**config.mk**
```make
export PLATFORM = sky130hd
export DESIGN_NAME = lpc_fwm_wr_target
export DESIGN_NICKNAME = d
export VERILOG_FILES = /design/src/rtl/lpc_fwm_pkg.sv /design/src/rtl/lpc_fwm_ctrl.sv /design/src/rtl/lpc_fwm_capture.sv /design/src/rtl/lpc_fwm_wr_target.sv
export SDC_FILE = /design/constraint.sdc
export NUM_CORES = 1
export LEC_CHECK = 0
export CAP_MARGIN = 20
export CORE_MARGIN = 1.5
export CORE_UTILIZATION = 30
export CTS_BUF_LIST = sky130_fd_sc_hd__clkbuf_16
export CTS_CLUSTER_SIZE = 14
export DETAILED_ROUTE_END_ITERATION = 16
export DONT_BUFFER_PORTS = 1
export PLACE_DENSITY = 0.55
export SLEW_MARGIN = 10
export SYNTH_ARGS = -nofsm -noshare
export SYNTH_HDL_FRONTEND = slang
export SYNTH_HIERARCHICAL = 1
export SYNTH_SLANG_ARGS = --single-unit
```
**constraint.sdc**
```tcl
create_clock -name clk_i -period 2.9 [get_ports clk_i]
set_input_delay 0 -clock clk_i [delete_from_list [all_inputs] [get_ports clk_i]]
set_output_delay 0 -clock clk_i [all_outputs]
set_load 0.05 [all_outputs]
```
**src/rtl/lpc_fwm_pkg.sv**
```systemverilog
package lpc_fwm_pkg;
  typedef enum logic [3:0] {
    S_IDLE, S_START, S_ADDR, S_SIZE, S_DATA, S_TAR0, S_TAR1, S_SYNC, S_RTAR
  } fwm_state_e;
endpackage

```
**src/rtl/lpc_fwm_ctrl.sv**
```systemverilog
module lpc_fwm_ctrl
  import lpc_fwm_pkg::*;
#(
  parameter int         ADDR_NIBBLES = 7,
  parameter int         MAX_SIZE     = 2,
  parameter logic [3:0] START_CODE   = 4'hE,
  parameter int         CNT_W        = 3,
  parameter int         SIZE_W       = 2
) (
  input  logic             clk_i,
  input  logic             rst_ni,
  input  logic             frame_ni,
  input  logic [3:0]       lad_i,
  input  logic [3:0]       id_i,
  output fwm_state_e       state_o,
  output logic [CNT_W-1:0] cnt_o,
  output logic             size_ok_o
);
  fwm_state_e        state_q;
  logic [3:0]        start_q;
  logic [CNT_W-1:0]  cnt_q;
  logic [SIZE_W-1:0] msize_q;
  logic [CNT_W-1:0]  data_last;

  assign data_last = CNT_W'((32'd2 << msize_q) - 32'd1);
  assign size_ok_o = frame_ni && (state_q == S_SIZE) && (lad_i <= 4'(MAX_SIZE));
  assign state_o   = state_q;
  assign cnt_o     = cnt_q;

  always_ff @(posedge clk_i or negedge rst_ni) begin
    if (!rst_ni) begin
      state_q <= S_IDLE;
      start_q <= '0;
      cnt_q   <= '0;
      msize_q <= '0;
    end else if (!frame_ni) begin
      // newest start nibble wins; also aborts anything in flight
      state_q <= S_START;
      start_q <= lad_i;
    end else begin
      unique case (state_q)
        S_START: begin
          cnt_q   <= '0;
          state_q <= (start_q == START_CODE && lad_i == id_i) ? S_ADDR : S_IDLE;
        end
        S_ADDR: begin
          if (cnt_q == CNT_W'(ADDR_NIBBLES - 1)) state_q <= S_SIZE;
          else cnt_q <= cnt_q + 1'b1;
        end
        S_SIZE: begin
          cnt_q <= '0;
          if (size_ok_o) begin
            msize_q <= lad_i[SIZE_W-1:0];
            state_q <= S_DATA;
          end else begin
            state_q <= S_IDLE;
          end
        end
        S_DATA: begin
          if (cnt_q == data_last) state_q <= S_TAR0;
          else cnt_q <= cnt_q + 1'b1;
        end
        S_TAR0:  state_q <= S_TAR1;
        S_TAR1:  state_q <= S_SYNC;
        S_SYNC:  state_q <= S_RTAR;
        default: state_q <= S_IDLE;
      endcase
    end
  end


  sync_after_tar_chk: assert property (@(posedge clk_i) disable iff (!rst_ni)
    (state_q == S_SYNC) |-> ($past(state_q) == S_TAR1 && $past(frame_ni)));

  abort_restart_chk: assert property (@(posedge clk_i) disable iff (!rst_ni)
    !frame_ni |=> (state_q == S_START && start_q == $past(lad_i)));
endmodule

```
**src/rtl/lpc_fwm_capture.sv**
```systemverilog
module lpc_fwm_capture
  import lpc_fwm_pkg::*;
#(
  parameter int ADDR_W = 28,
  parameter int DATA_W = 32,
  parameter int CNT_W  = 3,
  parameter int SIZE_W = 2,
  parameter int LEN_W  = 3
) (
  input  logic              clk_i,
  input  logic              rst_ni,
  input  logic              frame_ni,
  input  logic [3:0]        lad_i,
  input  fwm_state_e        state_i,
  input  logic [CNT_W-1:0]  cnt_i,
  input  logic              size_ok_i,
  output logic [ADDR_W-1:0] addr_o,
  output logic [LEN_W-1:0]  len_o,
  output logic [DATA_W-1:0] data_o
);
  logic [ADDR_W-1:0] addr_q;
  logic [LEN_W-1:0]  len_q;
  logic [DATA_W-1:0] data_q;

  always_ff @(posedge clk_i or negedge rst_ni) begin
    if (!rst_ni) begin
      addr_q <= '0;
      len_q  <= '0;
      data_q <= '0;
    end else if (frame_ni) begin
      if (state_i == S_ADDR) addr_q <= {addr_q[ADDR_W-5:0], lad_i};
      if (size_ok_i) begin
        len_q  <= LEN_W'(1) << lad_i[SIZE_W-1:0];
        data_q <= '0;
      end
      // nibble k of the data phase is bit field [4k+3:4k]
      if (state_i == S_DATA) data_q[{cnt_i, 2'b00} +: 4] <= lad_i;
    end
  end

  assign addr_o = addr_q;
  assign len_o  = len_q;
  assign data_o = data_q;


  addr_shift_chk: assert property (@(posedge clk_i) disable iff (!rst_ni)
    (frame_ni && state_i == S_ADDR) |=> (addr_q[3:0] == $past(lad_i)));
endmodule

```
**src/rtl/lpc_fwm_wr_target.sv**
```systemverilog
module lpc_fwm_wr_target
  import lpc_fwm_pkg::*;
#(
  parameter int         ADDR_NIBBLES = 7,
  parameter int         MAX_SIZE     = 2,
  parameter logic [3:0] START_CODE   = 4'hE,
  localparam int ADDR_W  = 4 * ADDR_NIBBLES,
  localparam int DATA_W  = 8 << MAX_SIZE,
  localparam int MAX_NIB = (ADDR_NIBBLES > (2 << MAX_SIZE)) ? ADDR_NIBBLES : (2 << MAX_SIZE),
  localparam int CNT_W   = $clog2(MAX_NIB),
  localparam int SIZE_W  = (MAX_SIZE < 1) ? 1 : $clog2(MAX_SIZE + 1),
  localparam int LEN_W   = $clog2((1 << MAX_SIZE) + 1)
) (
  input  logic              clk_i,
  input  logic              rst_ni,
  input  logic              frame_ni,
  input  logic [3:0]        lad_i,
  input  logic [3:0]        id_i,
  output logic [3:0]        lad_o,
  output logic              lad_oe_o,
  output logic              wr_req_o,
  output logic [ADDR_W-1:0] wr_addr_o,
  output logic [LEN_W-1:0]  wr_len_o,
  output logic [DATA_W-1:0] wr_data_o
);
  fwm_state_e       state;
  logic [CNT_W-1:0] cnt;
  logic             size_ok;

  lpc_fwm_ctrl #(
    .ADDR_NIBBLES(ADDR_NIBBLES), .MAX_SIZE(MAX_SIZE), .START_CODE(START_CODE),
    .CNT_W(CNT_W), .SIZE_W(SIZE_W)
  ) u_ctrl (
    .clk_i, .rst_ni, .frame_ni, .lad_i, .id_i,
    .state_o(state), .cnt_o(cnt), .size_ok_o(size_ok)
  );

  lpc_fwm_capture #(
    .ADDR_W(ADDR_W), .DATA_W(DATA_W), .CNT_W(CNT_W), .SIZE_W(SIZE_W), .LEN_W(LEN_W)
  ) u_cap (
    .clk_i, .rst_ni, .frame_ni, .lad_i,
    .state_i(state), .cnt_i(cnt), .size_ok_i(size_ok),
    .addr_o(wr_addr_o), .len_o(wr_len_o), .data_o(wr_data_o)
  );

  assign wr_req_o = (state == S_SYNC);
  assign lad_oe_o = (state == S_SYNC) || (state == S_RTAR);
  assign lad_o    = (state == S_RTAR) ? 4'hF : 4'h0;


  req_single_chk: assert property (@(posedge clk_i) disable iff (!rst_ni)
    wr_req_o |=> !wr_req_o);

  drive_starts_sync_chk: assert property (@(posedge clk_i) disable iff (!rst_ni)
    $rose(lad_oe_o) |-> (lad_o == 4'h0 && wr_req_o));

  sync_then_ones_chk: assert property (@(posedge clk_i) disable iff (!rst_ni)
    (wr_req_o && frame_ni) |=> (lad_oe_o && lad_o == 4'hF));

  len_legal_chk: assert property (@(posedge clk_i) disable iff (!rst_ni)
    wr_req_o |-> $onehot(wr_len_o));

  no_drive_after_frame_chk: assert property (@(posedge clk_i) disable iff (!rst_ni)
    !frame_ni |=> !lad_oe_o);
endmodule

```
After elaboration in Yosys (flattened, before gate mapping)
Cells that the tools add are included.
Storage, ports and cells
  register bits: 76
  input bits: 11
  output and inout bits: 69
Cells by class
  $add $sub $neg: 3
  $lt $le $gt $ge: 1
  equal/unequal tests: 16
  shift-type cells: 4
  mux-type cells: 14
  reduce and logical (&&, ||, !) cells: 11
Operators by type and width (number)
  2-to-1 mux 32 bit: 3
  bitwise mux 32 bit: 1
  variable shift 4 x 7 -> 32 bit, first input constant: 1
  indexed part select 4 x 7 -> 32 bit: 1
  one-hot mux 4 bit (7 select lines): 1
  equality test 4 x 3 -> 1 bit, second input constant: 4
  2-to-1 mux 4 bit: 4
  2-to-1 mux 3 bit: 3
  one-hot mux 3 bit (3 select lines): 1
  equality test 4 x 2 -> 1 bit, second input constant: 2
  equality test 4 bit, second input constant: 2
  negator 5 -> 7 bit: 1
  inequality test 3 bit, second input constant: 2
  AND reduction 2 bit: 3
  equality test 4 x 1 -> 1 bit, second input constant: 1
  equality test 4 bit: 1
  less-or-equal comparator 4 x 2 -> 1 bit, second input constant: 1
  inequality test 2 bit, second input constant: 2
  AND reduction 4 bit: 1
  adder 3 x 1 -> 3 bit, second input constant: 1
  equality test 3 bit: 1
  equality test 3 bit, second input constant: 1
  logical AND 1 bit: 3
  AND reduction 3 bit: 1
  other kinds (7): 7

Longest topological paths before layout
Gate-level depths: netlist of run 1.
  depth in word-level cells: 7
  depth in mapped cells: 10
  mapped depth without buffers: 7

Modules after synthesis
Netlist of run 1, hierarchy kept.
By module, submodules not included
  lpc_fwm_capture: times used 1, cells an instance 209, area each 2625.0 µm²
  lpc_fwm_ctrl: times used 1, cells an instance 77, area each 782.0 µm²
  lpc_fwm_wr_target: times used 1, cells an instance 6, area each 66.3 µm²

Worst setup path after synthesis of run 1
OpenSTA, ideal clock, no wires.
  path type: register to register
  start: register u_ctrl.cnt_q[0] (netlist: u_ctrl/cnt_o[0])
  end: register u_cap.data_q[24] (netlist: u_cap/data_o[24])
  setup time: 0.130 ns
  data arrival time: 2.219 ns
  data required time: 2.770 ns
  setup slack: 0.551 ns
  stages on the path, launching flop included: 8
  period minus slack after synthesis: 2.349 ns
  path through: dfrtp_1 inv_1 ha_1 ha_1 or3b_2 nor4_1 nand3b_1 mux2i_1
Between the ends
  word-level cells in the longest chain between the ends: 4
  elaborated cells between the ends (all ways): 5
  those cells by class: add/sub (1); shift (2); mux (2)
Ends and longest elaborated chain
  from (decl): RTL line lpc_fwm_ctrl.sv:21  | logic [CNT_W-1:0] cnt_q;
  from (signal assigned): RTL line lpc_fwm_ctrl.sv:48  | else cnt_q <= cnt_q + 1'b1;
  from (signal assigned): RTL line lpc_fwm_ctrl.sv:61  | else cnt_q <= cnt_q + 1'b1;
  negator 5 -> 7 bit *: RTL line lpc_fwm_capture.sv:37  | if (state_i == S_DATA) data_q[{cnt_i, 2'b00} +: 4] <= lad_i;
  indexed part select 4 x 7 -> 32 bit / variable shift 4 x 7 -> 32 bit (equally long branches): RTL line lpc_fwm_capture.sv:37
  bitwise mux 32 bit *: RTL line lpc_fwm_capture.sv:37
  2-to-1 mux 32 bit *: RTL line lpc_fwm_capture.sv:37
  to (signal, indexed assignment): RTL line lpc_fwm_capture.sv:37
  to (decl): RTL line lpc_fwm_capture.sv:23  | logic [DATA_W-1:0] data_q;
Every way passes the cells marked *; elsewhere a longest branch is shown, timed or not.
A chain may end at the register's enable or synchronous reset.

Worst setup path after layout of run 1
  start: register u_ctrl.state_q[0] (netlist: u_ctrl/state_o[0])
  end: register u_cap.len_q[0] (netlist: u_cap/len_o[0])
Between the ends
  word-level cells in the longest chain between the ends: 4
Ends and longest elaborated chain
  from (decl): RTL line lpc_fwm_ctrl.sv:19  | fwm_state_e state_q;
  from (signal assigned): RTL line lpc_fwm_ctrl.sv:44  | state_q <= (start_q == START_CODE && lad_i == id_i) ? S_ADDR : S_IDLE;
  equality test 4 x 2 -> 1 bit: RTL line lpc_fwm_ctrl.sv:26  | assign size_ok_o = frame_ni && (state_q == S_SIZE) && (lad_i <= 4'(MAX_SIZE));
  logical AND 1 bit (2 in a row): RTL line lpc_fwm_ctrl.sv:26
  named net size_ok: RTL line lpc_fwm_wr_target.sv:28  | logic size_ok;
  AND reduction 2 bit (no source line)
  to (signal assigned): RTL line lpc_fwm_capture.sv:33  | len_q <= LEN_W'(1) << lad_i[SIZE_W-1:0];
  to (decl): RTL line lpc_fwm_capture.sv:22  | logic [LEN_W-1:0] len_q;
The timed path passes the listed nets, and every way through them passes these cells.

==> flow_summary.json, run 1 <==
{
  "cts_num_sinks": 76,
  "synth_async_sr_flop_share_pct": 100,
  "tns_ns": 0,
  "yosys.area.top_type": "dfrtp_1",
  "dpl.cell_count": 427,
  "avgSynthCellArea_um2": 11.9,
  "final_common_cell": "dfrtp_1",
  "gp_congestion": 0.808,
  "hp-class": "primary input to flop",
  "yosysWarnings": 6,
  "clock_skew_ns": 0.0124,
  "peakVddDrop_mv": 0.344,
  "fmaxAchievable_mhz": 411,
  "yosysTopAreaCellShare_pct": 54.8,
  "final-instance-count-excl-fill": 450,
  "wl_per_cell_um": 16.8,
  "grt.total_usage_pct": 12.9,
  "drv_slew": 0,
  "die_w_um": 111,
  "drt_iter0_markers": 193,
  "grt_pass1_wl_um": 12500,
  "ys.flop_type": "dfrtp_1",
  "worstPathArrival_ns": 2.70,
  "yosysUniqueCellTypes": 47,
  "cp_slowest_stage_delay_ns": 0.65,
  "ctsLongestPathBuffers": 2,
  "numCtsBuffers": 9,
  "antenna_left": 0,
  "via_per_inst": 4.95,
  "synth_fp_nets": 308,
  "maxCapViolCount": 0,
  "synth_edf_count": 0,
  "dp_hpwl_um": 4960,
  "fin_crit_ns": 2.43,
  "fill_cells": 1104,
  "ys_seq_area_share_pct": 54.8,
  "hold_viol_final": 0,
  "grt-ovfl-total": 0,
  "rsz0062_at_grt": "no",
  "drtPass1Iterations": 4,
  "slew_headroom_pct": 65.2,
  "antenna_found_initial": 0,
  "fin_crit_sh_pct": 83.8,
  "worstSetupEndpointType": "flop",
  "drc": 0,
  "antennaDiodeCount": 0,
  "ctsResizeCount": 0,
  "cts_tree": "done",
  "clk_pin_slew_ns": 0.06,
  "io_pins": 80,
  "vias": 2227,
  "synth_area_um2": 3470,
  "synth-seq-cells": 76,
  "required_ns": 3.17,
  "die-area_um2": 12200,
  "p_leak_nw": 1.98,
  "cp-start-kind": "flop",
  "final_cell_mix": "dfrtp_1, nand2_1, mux2_2",
  "regArea_um2": 1900,
  "fin_nets": 319,
  "cp_max_fo": 38,
  "layout-drive-gt1-share_pct": 20.5,
  "setup_viol": 0,
  "postCtsSetupBuffers": 0,
  "status": "completed",
  "power.density_nw_per_um2": 659,
  "crit_chain": "nor3b_1 -> buf_4 -> nand2_1 -> inv_1 -> nand2_1 -> buf_4 -> o31ai_1 -> dlygate4sd3_1",
  "netlist_top_cells_area": "dfrtp_1, mux2_2, mux2i_1",
  "multi_input_area_um2": 1460,
  "reg2reg_slack_ns": 0.47,
  "synthesis.instances": 292,
  "start_util_pct": 30.5,
  "core-area_um2": 11400,
  "synthToLayoutAreaGrowth_pct": 17.3,
  "drt_wl_total_um": 7570,
  "rows": 39,
  "worst_pin_slew_ns": 0.523,
  "clk_latency_ns": 0.33,
  "crit_slowest_cell": "dfrtp_1",
  "grt_pass1_vias": 2303,
  "htreeDepth": 3,
  "crit_type": "flop to flop",
  "port_buffers": 0,
  "root_buffer": "clkbuf_16",
  "grt_max_degree": 77,
  "die_h_um": 111
}
[through the flow]
step                total power [mW]  hold slack [ns]  setup slack (ns)  util (%)  instance area [um2]
floorplan                       1.37           -0.296             0.551         -                 3470
global placement                1.42           -0.293             0.588      32.1                 3650
detailed placement              1.43           -0.294             0.541      32.1                 3650
CTS                             2.73          0.00113             0.445      35.8                 4080
global route                    2.81           0.0418             0.241      35.8                 4080
finish                          2.68           0.0220             0.470      35.8                 4080
[cells by family (layout without fill, tap and decap cells)]
| family | after synthesis | in the layout | share of synthesized area, % |
|---|---|---|---|
| AOI/OAI and AO/OA | 31 | 31 | 5.76 |
| xor gates and xnor gates | 4 | 4 | 1.01 |
| adders and majority gates | 5 | 5 | 1.80 |
| buffers and inverters | 25 | 40 | 3.28 |
| DFF | 76 | 76 | 54.8 |
| muxes | 56 | 56 | 17.5 |
| and+or+nand+nor | 95 | 95 | 15.9 |
[final cells by class]
type / count / share of cell area [%]
sequential: 76 / 46.7
multi-input combinational: 191 / 35.8
clock buffer: 9 / 5.53
tap: 143 / 4.39
timing repair buffer: 15 / 4.18
clock inverter: 6 / 2.55
inverter: 10 / 0.921
[Yosys cell counts (all sizes together) (2+ instances only)]
cell type	count
a31oi	4
dfrtp	76
mux2i	24
nor4	5
nor3b	2
nand2	47
nand2b	2
mux2	32
xor2	4
nor4b	3
o31ai	4
buf	6
o21ai	15
nor2	10
clkbuf	9
nand3b	4
inv	10
nand3	8
or4	2
a21oi	2
nor2b	3
or3b	2
nor3	2
ha	5
[repair_timing]
item,in CTS,in global routing
hold buffers,8,0
endpoints found under the setup margin,0,0
hold endpoints to repair,93,0
[where the power goes]
part           leakage (nW)  switching (mW)  internal [mW]
registers              1.04          0.0737           1.09
logic                 0.786           0.168          0.114
clock network         0.163           0.411          0.829
[state kept, by name (all words and copies together) (netlist names)]
| name | flops |
|---|---|
| u_cap/data_o | 32 |
| u_cap/addr_o | 28 |
| u_ctrl/start_q | 4 |
| u_ctrl/state_o | 4 |
| u_cap/len_o | 3 |
| u_ctrl/cnt_o | 3 |
| u_ctrl/msize_q | 2 |
[layer usage]
metal	GRT usage, %	vias to the layer above	part of all wire (%)
met5	0	-	0
met4	3.59	0	0.86
met3	5.82	8	8.7
met2	19.3	87	45
met1	17.0	1084	46
li1	-	1048	-
[path summary, 6_finish.rpt]
kind,from,endpoint,depth (start not counted)
worst max-delay path,u_ctrl/state_o[0],u_cap/len_o[0],8
worst min-delay path,lad_i[0],u_ctrl/state_o[2],3
worst max register to register,u_ctrl/state_o[0],u_cap/len_o[0],8
worst min register to register,u_ctrl/start_q[0],u_ctrl/start_q[0],1
max in group asynchronous,rst_ni,u_cap/data_o[21],2
min in group asynchronous,rst_ni,u_cap/addr_o[19],2
[worst max-delay path: cells and delay by family, from the launching register on]
| kind | cells | cell delay (ns) |
|---|---|---|
| compound gates | 1 | 0.22 |
| simple gates | 3 | 0.43 |
| buf+inv | 4 | 1.09 |
| flops | 1 | 0.65 |
Power figures use the tool's default switching activity.
==> run 2, diff against run 1 <==
PLACE_DENSITY = 0.56   (was 0.55)
clock period = 2.18 ns   (was 2.9 ns; I/O delays follow)
==> run 2 against run 1 <==
Net effect: global-route usage grew 0.57 points; sequential power grew 32%; clock skew shrank 0.0063 ns; die area is the same; via count grew 3.2%; cell count grew 2.2%; core utilization grew 0.53 points; clock power grew 24%; sequential share of layout area shrank 0.62 points; critical endpoint is now u_cap/data_o[26].
==> flow_summary.json, run 2 (synthesis gave the netlist of run 1 again) <==
{
  "gp_congestion": 0.771,
  "tns_ns": 0,
  "status": "completed",
  "setup_viol": 0,
  "power.density_nw_per_um2": 846,
  "wl_per_cell_um": 17.2,
  "port_buffers": 0,
  "die_h_um": 111,
  "drtPass1Iterations": 4,
  "fin_nets": 328,
  "htreeDepth": 3,
  "die-area_um2": 12200,
  "p_leak_nw": 2.03,
  "clk_latency_ns": 0.32,
  "cts_num_sinks": 76,
  "final_core_util_pct": 36.4,
  "ctsLongestPathBuffers": 2,
  "antennaDiodeCount": 0,
  "grt_pass1_vias": 2461,
  "drt_wl_total_um": 7920,
  "multi_input_area_um2": 1470,
  "hold_ws_ns": 0.0360,
  "rows": 39,
  "final_cell_mix": "dfrtp_1, nand2_1, mux2_2",
  "required_ns": 2.36,
  "antenna_left": 0,
  "hold_depth": 3,
  "numCtsBuffers": 9,
  "final-instance-count-excl-fill": 460,
  "cp-endpoint": "u_cap/data_o[26]",
  "power_mw": 3.50,
  "final_common_cell": "dfrtp_1",
  "dp_slack_ns": 0.0485,
  "worst_slack_ns": 0.108,
  "crit_type": "flop to flop",
  "fmaxAchievable_mhz": 483,
  "regArea_um2": 1900,
  "start_util_pct": 30.5,
  "hp-class": "primary input to flop",
  "fin_crit_ns": 2.07,
  "dpl.cell_count": 434,
  "grt-ovfl-total": 0,
  "core-area_um2": 11400,
  "drv_slew": 0,
  "grt_pass1_wl_um": 13100,
  "worstSetupEndpointType": "flop",
  "cts_tree": "done",
  "worstHoldStart": "lad_i[0]",
  "r2r_start": "u_ctrl/cnt_o[0]",
  "drt_iter0_markers": 165,
  "hold_viol_final": 0,
  "crit_path_start": "u_ctrl/cnt_o[0]",
  "grt.total_usage_pct": 13.5,
  "layout-drive-gt1-share_pct": 24.0,
  "via_per_inst": 5.00,
  "fin_crit_sh_pct": 95.1,
  "r2r_end": "u_cap/data_o[26]",
  "cp-start-kind": "flop",
  "worstPathArrival_ns": 2.26,
  "rsz0062_at_grt": "no",
  "vias": 2298,
  "clk_pin_slew_ns": 0.06,
  "root_buffer": "clkbuf_16",
  "placed_area_um2": 3700,
  "die_w_um": 111,
  "fill_cells": 1105,
  "clock_skew_ns": 0.00612,
  "peakVddDrop_mv": 0.433,
  "design_area_um2": 4140,
  "antenna_found_initial": 0,
  "slew_headroom_pct": 64.8,
  "largest_register_ffs": 32,
  "cp_max_fo": 4,
  "worst_pin_slew_ns": 0.528,
  "maxCapViolCount": 0,
  "grt_max_degree": 77,
  "drc": 0,
  "reg2reg_depth": 7,
  "dp_hpwl_um": 5180,
  "synthToLayoutAreaGrowth_pct": 19.1,
  "io_pins": 80,
  "reg2reg_slack_ns": 0.11
}
-- run 2: power breakdown --
part	switching (mW)	internal [mW]
Clock	0.552	0.990
Combinational	0.256	0.175
Sequential	0.0781	1.45
-- run 2: how the worst min path moves through the flow --
stage	to
after floorplan	u_cap/addr_o[0]
after global placement	u_cap/addr_o[27]
after detailed placement	u_cap/addr_o[27]
after CTS	u_ctrl/state_o[2]
after global routing	u_cap/data_o[23]
final	u_ctrl/state_o[2]
-- run 2: layer usage --
metal | vias up | track usage, % | part of all wire [%]
li1 | 1063 | - | -
met1 | 1153 | 17.2 | 44
met2 | 76 | 20.9 | 46
met3 | 6 | 6.09 | 8.7
met4 | 0 | 3.59 | 0.73
met5 | - | 0 | 0
-- run 2: cell type report --
cell class	instances	share of cell area [%]
Sequential cell	76	46.1
Tap cell	143	4.33
Timing Repair Buffer	24	5.69
Inverter	10	0.908
Clock buffer	9	5.45
Multi-Input combinational cell	191	35.5
Clock inverter	7	2.06
-- run 2: critical path: stages (launching register included) --
cell      delay [ns]
dfrtp_2         0.35
inv_1           0.07
ha_1            0.23
ha_1            0.24
or3b_4          0.45
nor4_2          0.15
nand3b_1        0.25
mux2i_1         0.18
-- run 2: repair_timing --
item,in CTS,in global routing
setup endpoints to repair,0,15
buffers inserted,0,3
hold endpoints to repair,93,0
hold buffers,7,0
resized for setup,0,4
